===== src/rtl/cmp_tmr_pkg.sv =====
package cmp_tmr_pkg;

    typedef enum logic [2:0] {
        ACT_NONE      = 3'd0,
        ACT_TOG       = 3'd1,
        ACT_CLR       = 3'd2,
        ACT_SET       = 3'd3,
        ACT_HI_TOG    = 3'd4,
        ACT_LO_TOG    = 3'd5,
        ACT_HI_CLR    = 3'd6,
        ACT_LO_SET    = 3'd7
    } act_e;

    typedef enum logic [1:0] {
        EDGE_RISE  = 2'd0,
        EDGE_FALL  = 2'd1,
        EDGE_BOTH  = 2'd2,
        EDGE_BOTH2 = 2'd3
    } edge_e;

endpackage


===== src/rtl/tmr_regs.sv =====
module tmr_regs #(
    parameter int CNT_W = 16
) (
    input  logic             clk,
    input  logic             rst_n,
    input  logic             stall,
    input  logic             upd_on_tmo,
    input  logic             tmo,
    input  logic             rise,
    input  logic [CNT_W-1:0] load_in,
    input  logic [CNT_W-1:0] match_in,
    output logic [CNT_W-1:0] load_q,
    output logic [CNT_W-1:0] match_q,
    output logic [CNT_W-1:0] load_nxt
);

    typedef struct packed {
        logic [CNT_W-1:0] load;
        logic [CNT_W-1:0] match;
    } regs_t;

    regs_t st_d, st_q;
    logic  commit;

    always_comb begin
        st_d   = st_q;
        commit = !stall && (!upd_on_tmo || tmo || rise);
        if (commit) begin
            st_d.load  = load_in;
            st_d.match = match_in;
        end
    end

    always_ff @(posedge clk or negedge rst_n) begin
        if (!rst_n) st_q <= '0;
        else        st_q <= st_d;
    end

    assign load_q   = st_q.load;
    assign match_q  = st_q.match;
    assign load_nxt = st_d.load;

    // Deferred mode: nothing moves without a time-out or enable edge
    p_hold_shadow_r6: assert property (@(posedge clk) disable iff (!rst_n)
        (upd_on_tmo && !tmo && !rise) |=> ($stable(load_q) && $stable(match_q)));

    p_stall_regs_r11: assert property (@(posedge clk) disable iff (!rst_n)
        stall |=> $stable(load_q));

endmodule


===== src/rtl/tmr_counter.sv =====
module tmr_counter #(
    parameter int CNT_W = 16
) (
    input  logic             clk,
    input  logic             rst_n,
    input  logic             en,
    input  logic             stall,
    input  logic [CNT_W-1:0] load_nxt,
    output logic [CNT_W-1:0] cnt,
    output logic             run,
    output logic             rise,
    output logic             tmo,
    output logic             reload
);

    localparam logic [CNT_W-1:0] ONE = CNT_W'(1);

    typedef struct packed {
        logic [CNT_W-1:0] cnt;
        logic             en;
        logic             rl;
    } cnt_t;

    cnt_t st_d, st_q;

    always_comb begin
        st_d = st_q;
        rise = en && !st_q.en && !stall;
        run  = en && st_q.en && !stall;
        tmo  = run && (st_q.cnt == '0);
        if (!stall) begin
            st_d.en = en;
            st_d.rl = tmo;
        end
        if (rise || tmo)  st_d.cnt = load_nxt;
        else if (run)     st_d.cnt = st_q.cnt - ONE;
    end

    always_ff @(posedge clk or negedge rst_n) begin
        if (!rst_n) st_q <= '0;
        else        st_q <= st_d;
    end

    assign cnt    = st_q.cnt;
    assign reload = st_q.rl;

    p_dec_r7: assert property (@(posedge clk) disable iff (!rst_n)
        (run && cnt != '0) |=> (cnt == $past(cnt) - ONE));

    p_stall_cnt_r11: assert property (@(posedge clk) disable iff (!rst_n)
        stall |=> $stable(cnt));

    p_rl_follows_tmo_r7: assert property (@(posedge clk) disable iff (!rst_n)
        (tmo && !stall) |=> reload);

endmodule


===== src/rtl/tmr_pin_ctl.sv =====
module tmr_pin_ctl
    import cmp_tmr_pkg::*;
#(
    parameter int CNT_W = 16
) (
    input  logic             clk,
    input  logic             rst_n,
    input  logic [2:0]       act_code,
    input  logic             pwm_mode,
    input  logic             pwm_force_hi,
    input  logic             rise,
    input  logic             tmo,
    input  logic             run,
    input  logic             reload,
    input  logic [CNT_W-1:0] cnt,
    input  logic [CNT_W-1:0] match_q,
    output logic             pin_q,
    output logic             pin_d
);

    typedef struct packed {
        logic pin;
    } pin_t;

    pin_t st_d, st_q;
    act_e act;
    logic pwm_set, pwm_clr;

    always_comb begin
        st_d    = st_q;
        act     = act_e'(act_code);
        pwm_set = (tmo && pwm_force_hi) || (reload && run && !pwm_force_hi);
        pwm_clr = run && (cnt == match_q);
        if (pwm_mode) begin
            if (pwm_set)      st_d.pin = 1'b1;
            else if (pwm_clr) st_d.pin = 1'b0;
        end else if (rise) begin
            case (act)
                ACT_HI_TOG, ACT_HI_CLR: st_d.pin = 1'b1;
                ACT_LO_TOG, ACT_LO_SET: st_d.pin = 1'b0;
                default:                st_d.pin = st_q.pin;
            endcase
        end else if (tmo) begin
            case (act)
                ACT_TOG, ACT_HI_TOG, ACT_LO_TOG: st_d.pin = !st_q.pin;
                ACT_CLR, ACT_HI_CLR:             st_d.pin = 1'b0;
                ACT_SET, ACT_LO_SET:             st_d.pin = 1'b1;
                default:                         st_d.pin = st_q.pin;
            endcase
        end
    end

    always_ff @(posedge clk or negedge rst_n) begin
        if (!rst_n) st_q <= '0;
        else        st_q <= st_d;
    end

    assign pin_q = st_q.pin;
    assign pin_d = st_d.pin;

    p_code0_hold_r1: assert property (@(posedge clk) disable iff (!rst_n)
        (act_code == 3'd0 && !pwm_mode) |=> $stable(pin_q));

    p_preset_hi_r3: assert property (@(posedge clk) disable iff (!rst_n)
        (rise && !pwm_mode && (act_code == 3'd4 || act_code == 3'd6)) |=> pin_q);

    p_force_set_r9: assert property (@(posedge clk) disable iff (!rst_n)
        (tmo && pwm_mode && pwm_force_hi) |=> pin_q);

endmodule


===== src/rtl/tmr_irq.sv =====
module tmr_irq
    import cmp_tmr_pkg::*;
(
    input  logic       clk,
    input  logic       rst_n,
    input  logic       tmo,
    input  logic       tmo_mask,
    input  logic       pwm_mode,
    input  logic       pwm_irq_en,
    input  logic [1:0] pwm_edge_sel,
    input  logic       pin_q,
    input  logic       pin_d,
    output logic       tmo_irq,
    output logic       pwm_irq
);

    typedef struct packed {
        logic tmo;
        logic pwm;
    } irq_t;

    irq_t  st_d, st_q;
    edge_e sel;
    logic  up, dn, hit;

    always_comb begin
        sel = edge_e'(pwm_edge_sel);
        up  = pin_d && !pin_q;
        dn  = !pin_d && pin_q;
        case (sel)
            EDGE_RISE: hit = up;
            EDGE_FALL: hit = dn;
            default:   hit = up || dn;
        endcase
        st_d.tmo = tmo && !tmo_mask;
        st_d.pwm = pwm_mode && pwm_irq_en && hit;
    end

    always_ff @(posedge clk or negedge rst_n) begin
        if (!rst_n) st_q <= '0;
        else        st_q <= st_d;
    end

    assign tmo_irq = st_q.tmo;
    assign pwm_irq = st_q.pwm;

    p_mask_r8: assert property (@(posedge clk) disable iff (!rst_n)
        tmo_mask |=> !tmo_irq);

    p_pwm_gate_r10: assert property (@(posedge clk) disable iff (!rst_n)
        (!pwm_mode || !pwm_irq_en) |=> !pwm_irq);

    p_pulse_r8: assert property (@(posedge clk) disable iff (!rst_n)
        tmo_irq |=> !tmo_irq);

endmodule


===== src/rtl/cmp_timer_unit.sv =====
module cmp_timer_unit #(
    parameter int CNT_W = 16
) (
    input  logic             clk,
    input  logic             rst_n,
    input  logic             en,
    input  logic             stall,
    input  logic [2:0]       act_code,
    input  logic             upd_on_tmo,
    input  logic             pwm_mode,
    input  logic             pwm_force_hi,
    input  logic             tmo_mask,
    input  logic             pwm_irq_en,
    input  logic [1:0]       pwm_edge_sel,
    input  logic [CNT_W-1:0] load_val,
    input  logic [CNT_W-1:0] match_val,
    output logic             pin_out,
    output logic             tmo_irq,
    output logic             pwm_irq
);

    logic [CNT_W-1:0] load_q, match_q, load_nxt, cnt;
    logic             run, rise, tmo, reload, pin_q, pin_d;

    tmr_regs #(.CNT_W(CNT_W)) u_regs (
        .clk(clk), .rst_n(rst_n), .stall(stall), .upd_on_tmo(upd_on_tmo),
        .tmo(tmo), .rise(rise), .load_in(load_val), .match_in(match_val),
        .load_q(load_q), .match_q(match_q), .load_nxt(load_nxt)
    );

    tmr_counter #(.CNT_W(CNT_W)) u_cnt (
        .clk(clk), .rst_n(rst_n), .en(en), .stall(stall), .load_nxt(load_nxt),
        .cnt(cnt), .run(run), .rise(rise), .tmo(tmo), .reload(reload)
    );

    tmr_pin_ctl #(.CNT_W(CNT_W)) u_pin (
        .clk(clk), .rst_n(rst_n), .act_code(act_code), .pwm_mode(pwm_mode),
        .pwm_force_hi(pwm_force_hi), .rise(rise), .tmo(tmo), .run(run),
        .reload(reload), .cnt(cnt), .match_q(match_q),
        .pin_q(pin_q), .pin_d(pin_d)
    );

    tmr_irq u_irq (
        .clk(clk), .rst_n(rst_n), .tmo(tmo), .tmo_mask(tmo_mask),
        .pwm_mode(pwm_mode), .pwm_irq_en(pwm_irq_en), .pwm_edge_sel(pwm_edge_sel),
        .pin_q(pin_q), .pin_d(pin_d), .tmo_irq(tmo_irq), .pwm_irq(pwm_irq)
    );

    assign pin_out = pin_q;

    // load_q only feeds the deferred-commit check
    p_period_r7: assert property (@(posedge clk) disable iff (!rst_n)
        (tmo && !upd_on_tmo) |=> (cnt == $past(load_val)));

    p_reload_val_r6: assert property (@(posedge clk) disable iff (!rst_n)
        (tmo && upd_on_tmo) |=> (load_q == $past(load_val)));

endmodule


===== config.mk =====
export PLATFORM = sky130hd
export DESIGN_NAME = cmp_timer_unit
export DESIGN_NICKNAME = d
export VERILOG_FILES = /design/src/rtl/cmp_tmr_pkg.sv /design/src/rtl/tmr_regs.sv /design/src/rtl/tmr_counter.sv /design/src/rtl/tmr_pin_ctl.sv /design/src/rtl/tmr_irq.sv /design/src/rtl/cmp_timer_unit.sv
export SDC_FILE = /design/constraint.sdc
export NUM_CORES = 1
export LEC_CHECK = 0
export BUFFER_PORTS_ARGS = -buffer_cell sky130_fd_sc_hd__buf_2
export CAP_MARGIN = 20
export CORE_AREA = 8 8 76 78
export CTS_CLUSTER_DIAMETER = 100
export CTS_CLUSTER_SIZE = 10
export DETAILED_ROUTE_END_ITERATION = 7
export DIE_AREA = 0 0 84 86
export PLACE_DENSITY = 0.78
export SLEW_MARGIN = 20
export SYNTH_ARGS = -nofsm -noshare
export SYNTH_HDL_FRONTEND = slang
export SYNTH_SLANG_ARGS = --single-unit

===== constraint.sdc =====
create_clock -name clk -period 6.8 [get_ports clk]
set_input_delay 0 -clock clk [delete_from_list [all_inputs] [get_ports clk]]
set_output_delay 0 -clock clk [all_outputs]
set_load 0.02 [all_outputs]

==> impl_metrics.yaml, run 1 <==
status:
  status: "complete, no violations"
worst_setup_path:
  worstSetupPathType: "reg -> reg"
  crit_chain: "inv_1, ha_1, nor4b_1, and4_1, nand3_1, nor3_1, o32a_1, ha_1, nor2b_1, a211oi_1, a211oi_1, dlygate4sd3_1"
  cp-start-kind: "flop"
  cp-end-kind: "flop"
  critPathMaxStageDelay_ps: 570
  critPathMaxFanout: 8
  crit_slowest_cell: "dlygate4sd3_1"
  arrival_ps: 3460
  required_ps: 7030
hold_path:
  hold_path.class: "in -> reg"
route:
  ant_nets: 0
  drt_wl_total_mm: 5.67
  drt-vias-per-instance: 5.77
  drc: 0
  via_count: 1951
  drtIter0Drc: 169
  drt-pass1-iter-count: 5
  routedWlPerCell_um: 16.8
synthesis:
  synth_common_cells: "dfrtp_1 (37), mux2_2 (14), a21oi_1 (13), nand2_1 (13), o21ai_0 (13)"
  yosys-top-cells-area: "dfrtp_1 (42%), mux2_2 (7.2%), xnor2_1 (4.4%), mux2i_1 (3.2%), a21oi_1 (3.0%)"
  synth_area_mm2: 0.00219
  synth-main-ff-cell: "dfrtp_1"
  ys_types: 49
  yosys.area.top_type_share: 0.423
  syn_nets: 268
  async_reset_ff_frac: 1.00
  synth_largest_area_cell: "dfrtp_1"
  synth-edff-count: 0
  ys_seq_area_frac: 0.423
  synth_cells: 218
  syn_avg_cell_area_um2: 10.0
  synth_warnings: 0
  ys_ff_latch: 37
  yosysMostFrequentCell: "dfrtp_1"
power_and_ir_drop:
  powerDensity_mw_per_mm2: 220
  ir_drop_v: 0.000135
  cellLeakagePower_nw: 1.18
global_route:
  grt_max_degree: 38
  gr-total-overflow: 0
  grt_pass1_wl_mm: 9.57
  grt_usage: 0.162
  first_global_vias: 1943
  antenna_found_initial: 0
flow_run:
  max-cap-violations: 0
sta:
  tightestPinTransition_ps: 934
  setup_slack_ps: 3570
  drv_slew: 0
  tns_ps: 0
  finalCriticalPeriod_ps: 3230
  final-hold-violation-count: 0
  rsz0062_at_grt: "no"
  fin_crit_sh: 0.474
  fmax_mhz: 310
  slew_headroom: 0.377
  skew_ps: 8.88
  setup_violations: 0
clocking:
  postCtsHoldBufs: 23
  clk_latency_ps: 290
  post_cts_buffers: 0
  cts_tree: "built"
  cts.repair.resized: 0
  cts_buffers: 5
  clockRootBuffer: "clkbuf_8"
  path_clk_slew_ps: 70
  cts_max_level: 2
  cts_max_path_buffers: 2
  cts.sinks: 37
floorplan:
  ios: 49
  die-area_mm2: 0.00722
  rows: 25
  coreArea_mm2: 0.00460
  die_width_um: 84
  die_y_um: 86
  start_util: 0.476
placement:
  dp_slack_ps: 4180
  dp_hpwl_mm: 4.04
  io_buffers: 48
  gp_congestion: 0.873
cells_and_area:
  area_growth_pct: 25.2
  n_antenna_cell: 0
  multi_input_comb_area_mm2: 0.00116
  final_core_util: 0.596
  final_nets: 335
  fillers: 401
  seq_area_um2: 926
  drive_gt1_frac: 0.261
-- critical path, delay by kind of cell (launching register included) --
family          cells  cell delay (ps)
compound gates      3              460
flops               1              430
fa+ha+maj           2              280
buf+inv             2              680
simple gates        5             1340
-- cell families (layout without fill, tap and decap cells) --
logic type / Yosys count / after routing / share of synthesized area
and+or+nand+nor: 63 / 63 / 0.159
AOI/OAI and AO/OA: 55 / 55 / 0.172
DFF: 37 / 37 / 0.423
muxes: 23 / 23 / 0.114
buffers and inverters: 20 / 86 / 0.0452
xor gates and xnor gates: 16 / 16 / 0.0640
adders and majority gates: 4 / 4 / 0.0229
-- per-layer routing --
layer  routed length, um  GRT usage
met1                2490      0.210
met2                2650      0.251
met3                 424     0.0445
met4                 106     0.0628
met5                   0          0
-- registers in the layout (all words and copies together), names as in the netlist --
signal,flops
u_irq.pwm_irq,1
u_cnt.st_q,1
u_pin.pin_q,1
u_cnt.cnt,16
u_irq.tmo_irq,1
u_regs.match_q,16
u_cnt.reload,1
-- area by class of cell --
cell class                 instances  share of cell area
timing repair buffer              72               0.175
sequential                        37               0.338
multi-input combinational        161               0.425
tap                               54              0.0247
clock inverter                     1             0.00183
clock buffer                       5              0.0251
inverter                           8              0.0110
-- power breakdown --
group,switching [mW],internal (mW)
registers,0.0528,0.255
logic,0.0710,0.0839
clock network,0.0728,0.0674
total,0.197,0.407
-- stage by stage --
stage	total power [mW]	cell area, um2	hold WS [ps]	instances
finish	0.603	2740	21.5	338
detailed placement	0.455	2430	151	309
CTS	0.607	2740	16.4	338
floorplan	0.407	2190	-296	218
global route	0.642	2740	33.2	338
global placement	0.450	2430	142	309
-- cells in the final DEF, fill, tap and decap left out, types with 2 or more instances in the layout --
cell type	n
buf_2	48
dfrtp_1	37
dlygate4sd3_1	23
mux2_2	14
a21oi_1	13
o21ai_0	13
nand2_1	13
xnor2_1	11
nor3_1	10
inv_1	8
nor2_1	8
nand4_1	8
mux2i_1	7
nand3_1	7
xor2_1	5
clkbuf_8	5
nor4_1	4
ha_1	4
a211oi_1	3
o22ai_1	3
a2bb2oi_1	3
nor2b_1	2
and3_1	2
mux2_1	2
or3_1	2
o2bb2ai_1	2
o311a_1	2
a31oi_1	2
o22a_1	2
-- path summary, 6_finish.rpt --
check                           cells after the start          from            endpoint  slack [ps]
worst max-delay path                               12  u_cnt.cnt[0]       u_irq.pwm_irq        3570
worst min-delay path                                3   load_val[1]        u_cnt.cnt[1]          20
worst max register to register                     12  u_cnt.cnt[0]       u_irq.pwm_irq        3570
worst min register to register                      2  u_cnt.reload        u_cnt.reload         500
max in group asynchronous                           2         rst_n  u_regs.match_q[10]        5930
min in group asynchronous                           2         rst_n        u_cnt.cnt[8]         350
Note: power is estimated with default switching activity, not from simulation.
==> run 2, diff against run 1 <==
--- a/config.mk
+++ b/config.mk
@@ -5,14 +5,15 @@
 export SDC_FILE = /design/constraint.sdc
 export NUM_CORES = 1
 export LEC_CHECK = 0
+export ABC_AREA = 1
 export BUFFER_PORTS_ARGS = -buffer_cell sky130_fd_sc_hd__buf_2
 export CAP_MARGIN = 20
-export CORE_AREA = 8 8 76 78
+export CORE_AREA = 8 8 89 91
 export CTS_CLUSTER_DIAMETER = 100
 export CTS_CLUSTER_SIZE = 10
 export DETAILED_ROUTE_END_ITERATION = 7
-export DIE_AREA = 0 0 84 86
-export PLACE_DENSITY = 0.78
+export DIE_AREA = 0 0 97 99
+export PLACE_DENSITY = 0.76
 export SLEW_MARGIN = 20
 export SYNTH_ARGS = -nofsm -noshare
 export SYNTH_HDL_FRONTEND = slang
==> constraint.sdc (replaced) <==
create_clock -name clk -period 3.1 [get_ports clk]
set_input_delay 0 -clock clk [delete_from_list [all_inputs] [get_ports clk]]
set_output_delay 0 -clock clk [all_outputs]
set_load 0.02 [all_outputs]
==> run 2 against run 1 <==
Compared with the run above:
- synthesized cell count up 82%
- critical endpoint unchanged
- synthesized area is 44% higher
- highest routed layer unchanged
- hold slack improved by 0.62 ps
- non-clock buffer count increased by 14
- register-to-register slack lost 3200 ps
==> impl_metrics.yaml, run 2 <==
clocking:
  cts.sinks: 53
  cts_max_path_buffers: 2
  path_clk_slew_ps: 100
  cts_buffers: 5
  clk_latency_ps: 320
  post_cts_buffers: 0
  cts_tree: "built"
  cts_max_level: 2
  clockRootBuffer: "clkbuf_8"
floorplan:
  die_width_um: 97
  coreArea_mm2: 0.00657
  ios: 49
  die-area_mm2: 0.00960
  start_util: 0.480
  die_y_um: 99
  rows: 30
synthesis:
  async_reset_ff_frac: 1.00
  ys_ff_latch: 53
  yosys-top-cells-area: "dfrtp_1 (42%), nand2_1 (14%), nand3_1 (10%), nand2_4 (4.3%), nor2_1 (3.3%)"
  syn_avg_cell_area_um2: 7.96
  synth-edff-count: 0
  synth_largest_area_cell: "dfrtp_1"
  synth_cells: 396
  synth-main-ff-cell: "dfrtp_1"
  ys_types: 32
  yosysMostFrequentCell: "nand2_1"
  synth_warnings: 0
  synth_common_cells: "nand2_1 (115), nand3_1 (65), dfrtp_1 (53), nor2_1 (28), inv_1 (23)"
  synth_area_mm2: 0.00315
  ys_seq_area_frac: 0.421
  syn_nets: 446
  yosys.area.top_type_share: 0.421
route:
  ant_nets: 0
  via_count: 2841
  routedWlPerCell_um: 13.7
  drc: 0
  drt-vias-per-instance: 5.12
  drt-pass1-iter-count: 4
  drtIter0Drc: 135
  drt_wl_total_mm: 7.62
global_route:
  first_global_vias: 2942
  grt_max_degree: 34
  grt_usage: 0.170
  antenna_found_initial: 0
  gr-total-overflow: 0
  grt_pass1_wl_mm: 13.7
worst_setup_path:
  cp_num_buf_inv: 4
  crit_chain: "nor2_2, inv_1, nor2_1, nand3b_1, nor2_1, nand2_1, nand3_1, nand2_1, nand2_1, inv_1, ha_1, inv_1, nor2_1, a211oi_1, a211oi_1, dlygate4sd3_1"
  arrival_ps: 2950
  critPathMaxStageDelay_ps: 560
  cp-end-kind: "flop"
  required_ps: 3300
  crit_slowest_cell: "dlygate4sd3_1"
  cp-start-kind: "flop"
  path_delay_family: "simple AND/OR/NAND/NOR gates"
  critPathMaxFanout: 5
  worstSetupPathType: "reg -> reg"
power_and_ir_drop:
  p_total_mw: 2.04
  powerDensity_mw_per_mm2: 530
  ir_drop_v: 0.000383
  cellLeakagePower_nw: 1.93
sta:
  finalCriticalPeriod_ps: 2750
  final-hold-violation-count: 0
  tns_ps: 0
  rsz0062_at_grt: "no"
  fin_crit_sh: 0.887
  fin_hold_ws_ps: 22.1
  fmax_mhz: 364
  tightestPinTransition_ps: 553
  setup_violations: 0
  skew_ps: 8.43
  slew_headroom: 0.631
  drv_slew: 0
cells_and_area:
  layout_commonest_cell: "nand2_1"
  n_antenna_cell: 0
  seq_area_mm2: 0.00133
  fin_area_mm2: 0.00385
  multi_input_comb_area_mm2: 0.00162
  fillers: 596
  final_core_util: 0.586
  area_growth_pct: 22.1
  drive_gt1_frac: 0.204
  final_nets: 524
  layout_common_cells: "nand2_1 (115), nand3_1 (65), dfrtp_1 (53)"
placement:
  gp_congestion: 0.924
  placed_cell_area_mm2: 0.00341
  io_buffers: 48
  dp_hpwl_mm: 5.48
status:
  status: "complete, no violations"
hold_path:
  hold_path.class: "in -> reg"
flow_run:
  max-cap-violations: 0
-- run 2: metal layers --
layer / global-route usage / part of all wire / wire length, um / vias up
li1: - / - / - / 1440
met1: 0.211 / 0.45 / 3450 / 1329
met2: 0.290 / 0.49 / 3710 / 62
met3: 0.0329 / 0.050 / 380 / 10
met4: 0.0568 / 0.010 / 78 / 0
met5: 0 / 0 / 0 / -
-- run 2: layout make-up --
type	instances	share of cell area
sequential	53	0.345
tap	80	0.0260
multi-input combinational	302	0.421
clock buffer	5	0.0179
inverter	26	0.0254
clock inverter	3	0.00585
timing repair buffer	86	0.159
-- run 2: power by group --
| part | switching, mW | internal (mW) | total (mW) |
|---|---|---|---|
| logic | 0.384 | 0.286 | 0.670 |
| clock network | 0.248 | 0.161 | 0.409 |
| registers | 0.148 | 0.811 | 0.959 |
-- run 2: through the flow --
stage          setup WS (ps)  instances
2_1_floorplan           1270        396
3_3_place_gp             841        512
3_5_place_dp             789        512
4_1_cts                  390        555
5_1_grt                 83.5        555
6_report                 350        555
-- run 2: logic make-up after synthesis --
family / Yosys count / share of synthesized area
simple gates: 253 / 0.402
buf+inv: 41 / 0.0651
fa+ha+maj: 4 / 0.0159
compound gates: 27 / 0.0457
xor+xnor: 18 / 0.0500
flops: 53 / 0.421
-- run 2: worst paths after layout --
kind	start	slack, ps	end	cells past startpoint
worst max-delay path	u_cnt.cnt[5]	350	u_irq.pwm_irq	16
worst min-delay path	load_val[1]	20	u_regs.load_q[1]	3
worst max register to register	u_cnt.cnt[5]	350	u_irq.pwm_irq	16
worst min register to register	u_regs.load_q[2]	480	u_regs.load_q[2]	2
max in group asynchronous	rst_n	2090	u_cnt.cnt[14]	3
min in group asynchronous	rst_n	200	u_regs.load_q[4]	2
-- run 2: worst reg2reg max path: cells and delay by family (launching register included) --
kind | cells | cell delay [ps]
compound gates | 2 | 250
fa+ha+maj | 1 | 170
buf+inv | 4 | 770
flops | 1 | 480
simple gates | 9 | 970
-- run 2: repair_timing --
action / in CTS / in global routing
resized for setup: 0 / 0
endpoints found under the hold margin: 56 / 0
hold buffers: 35 / 0
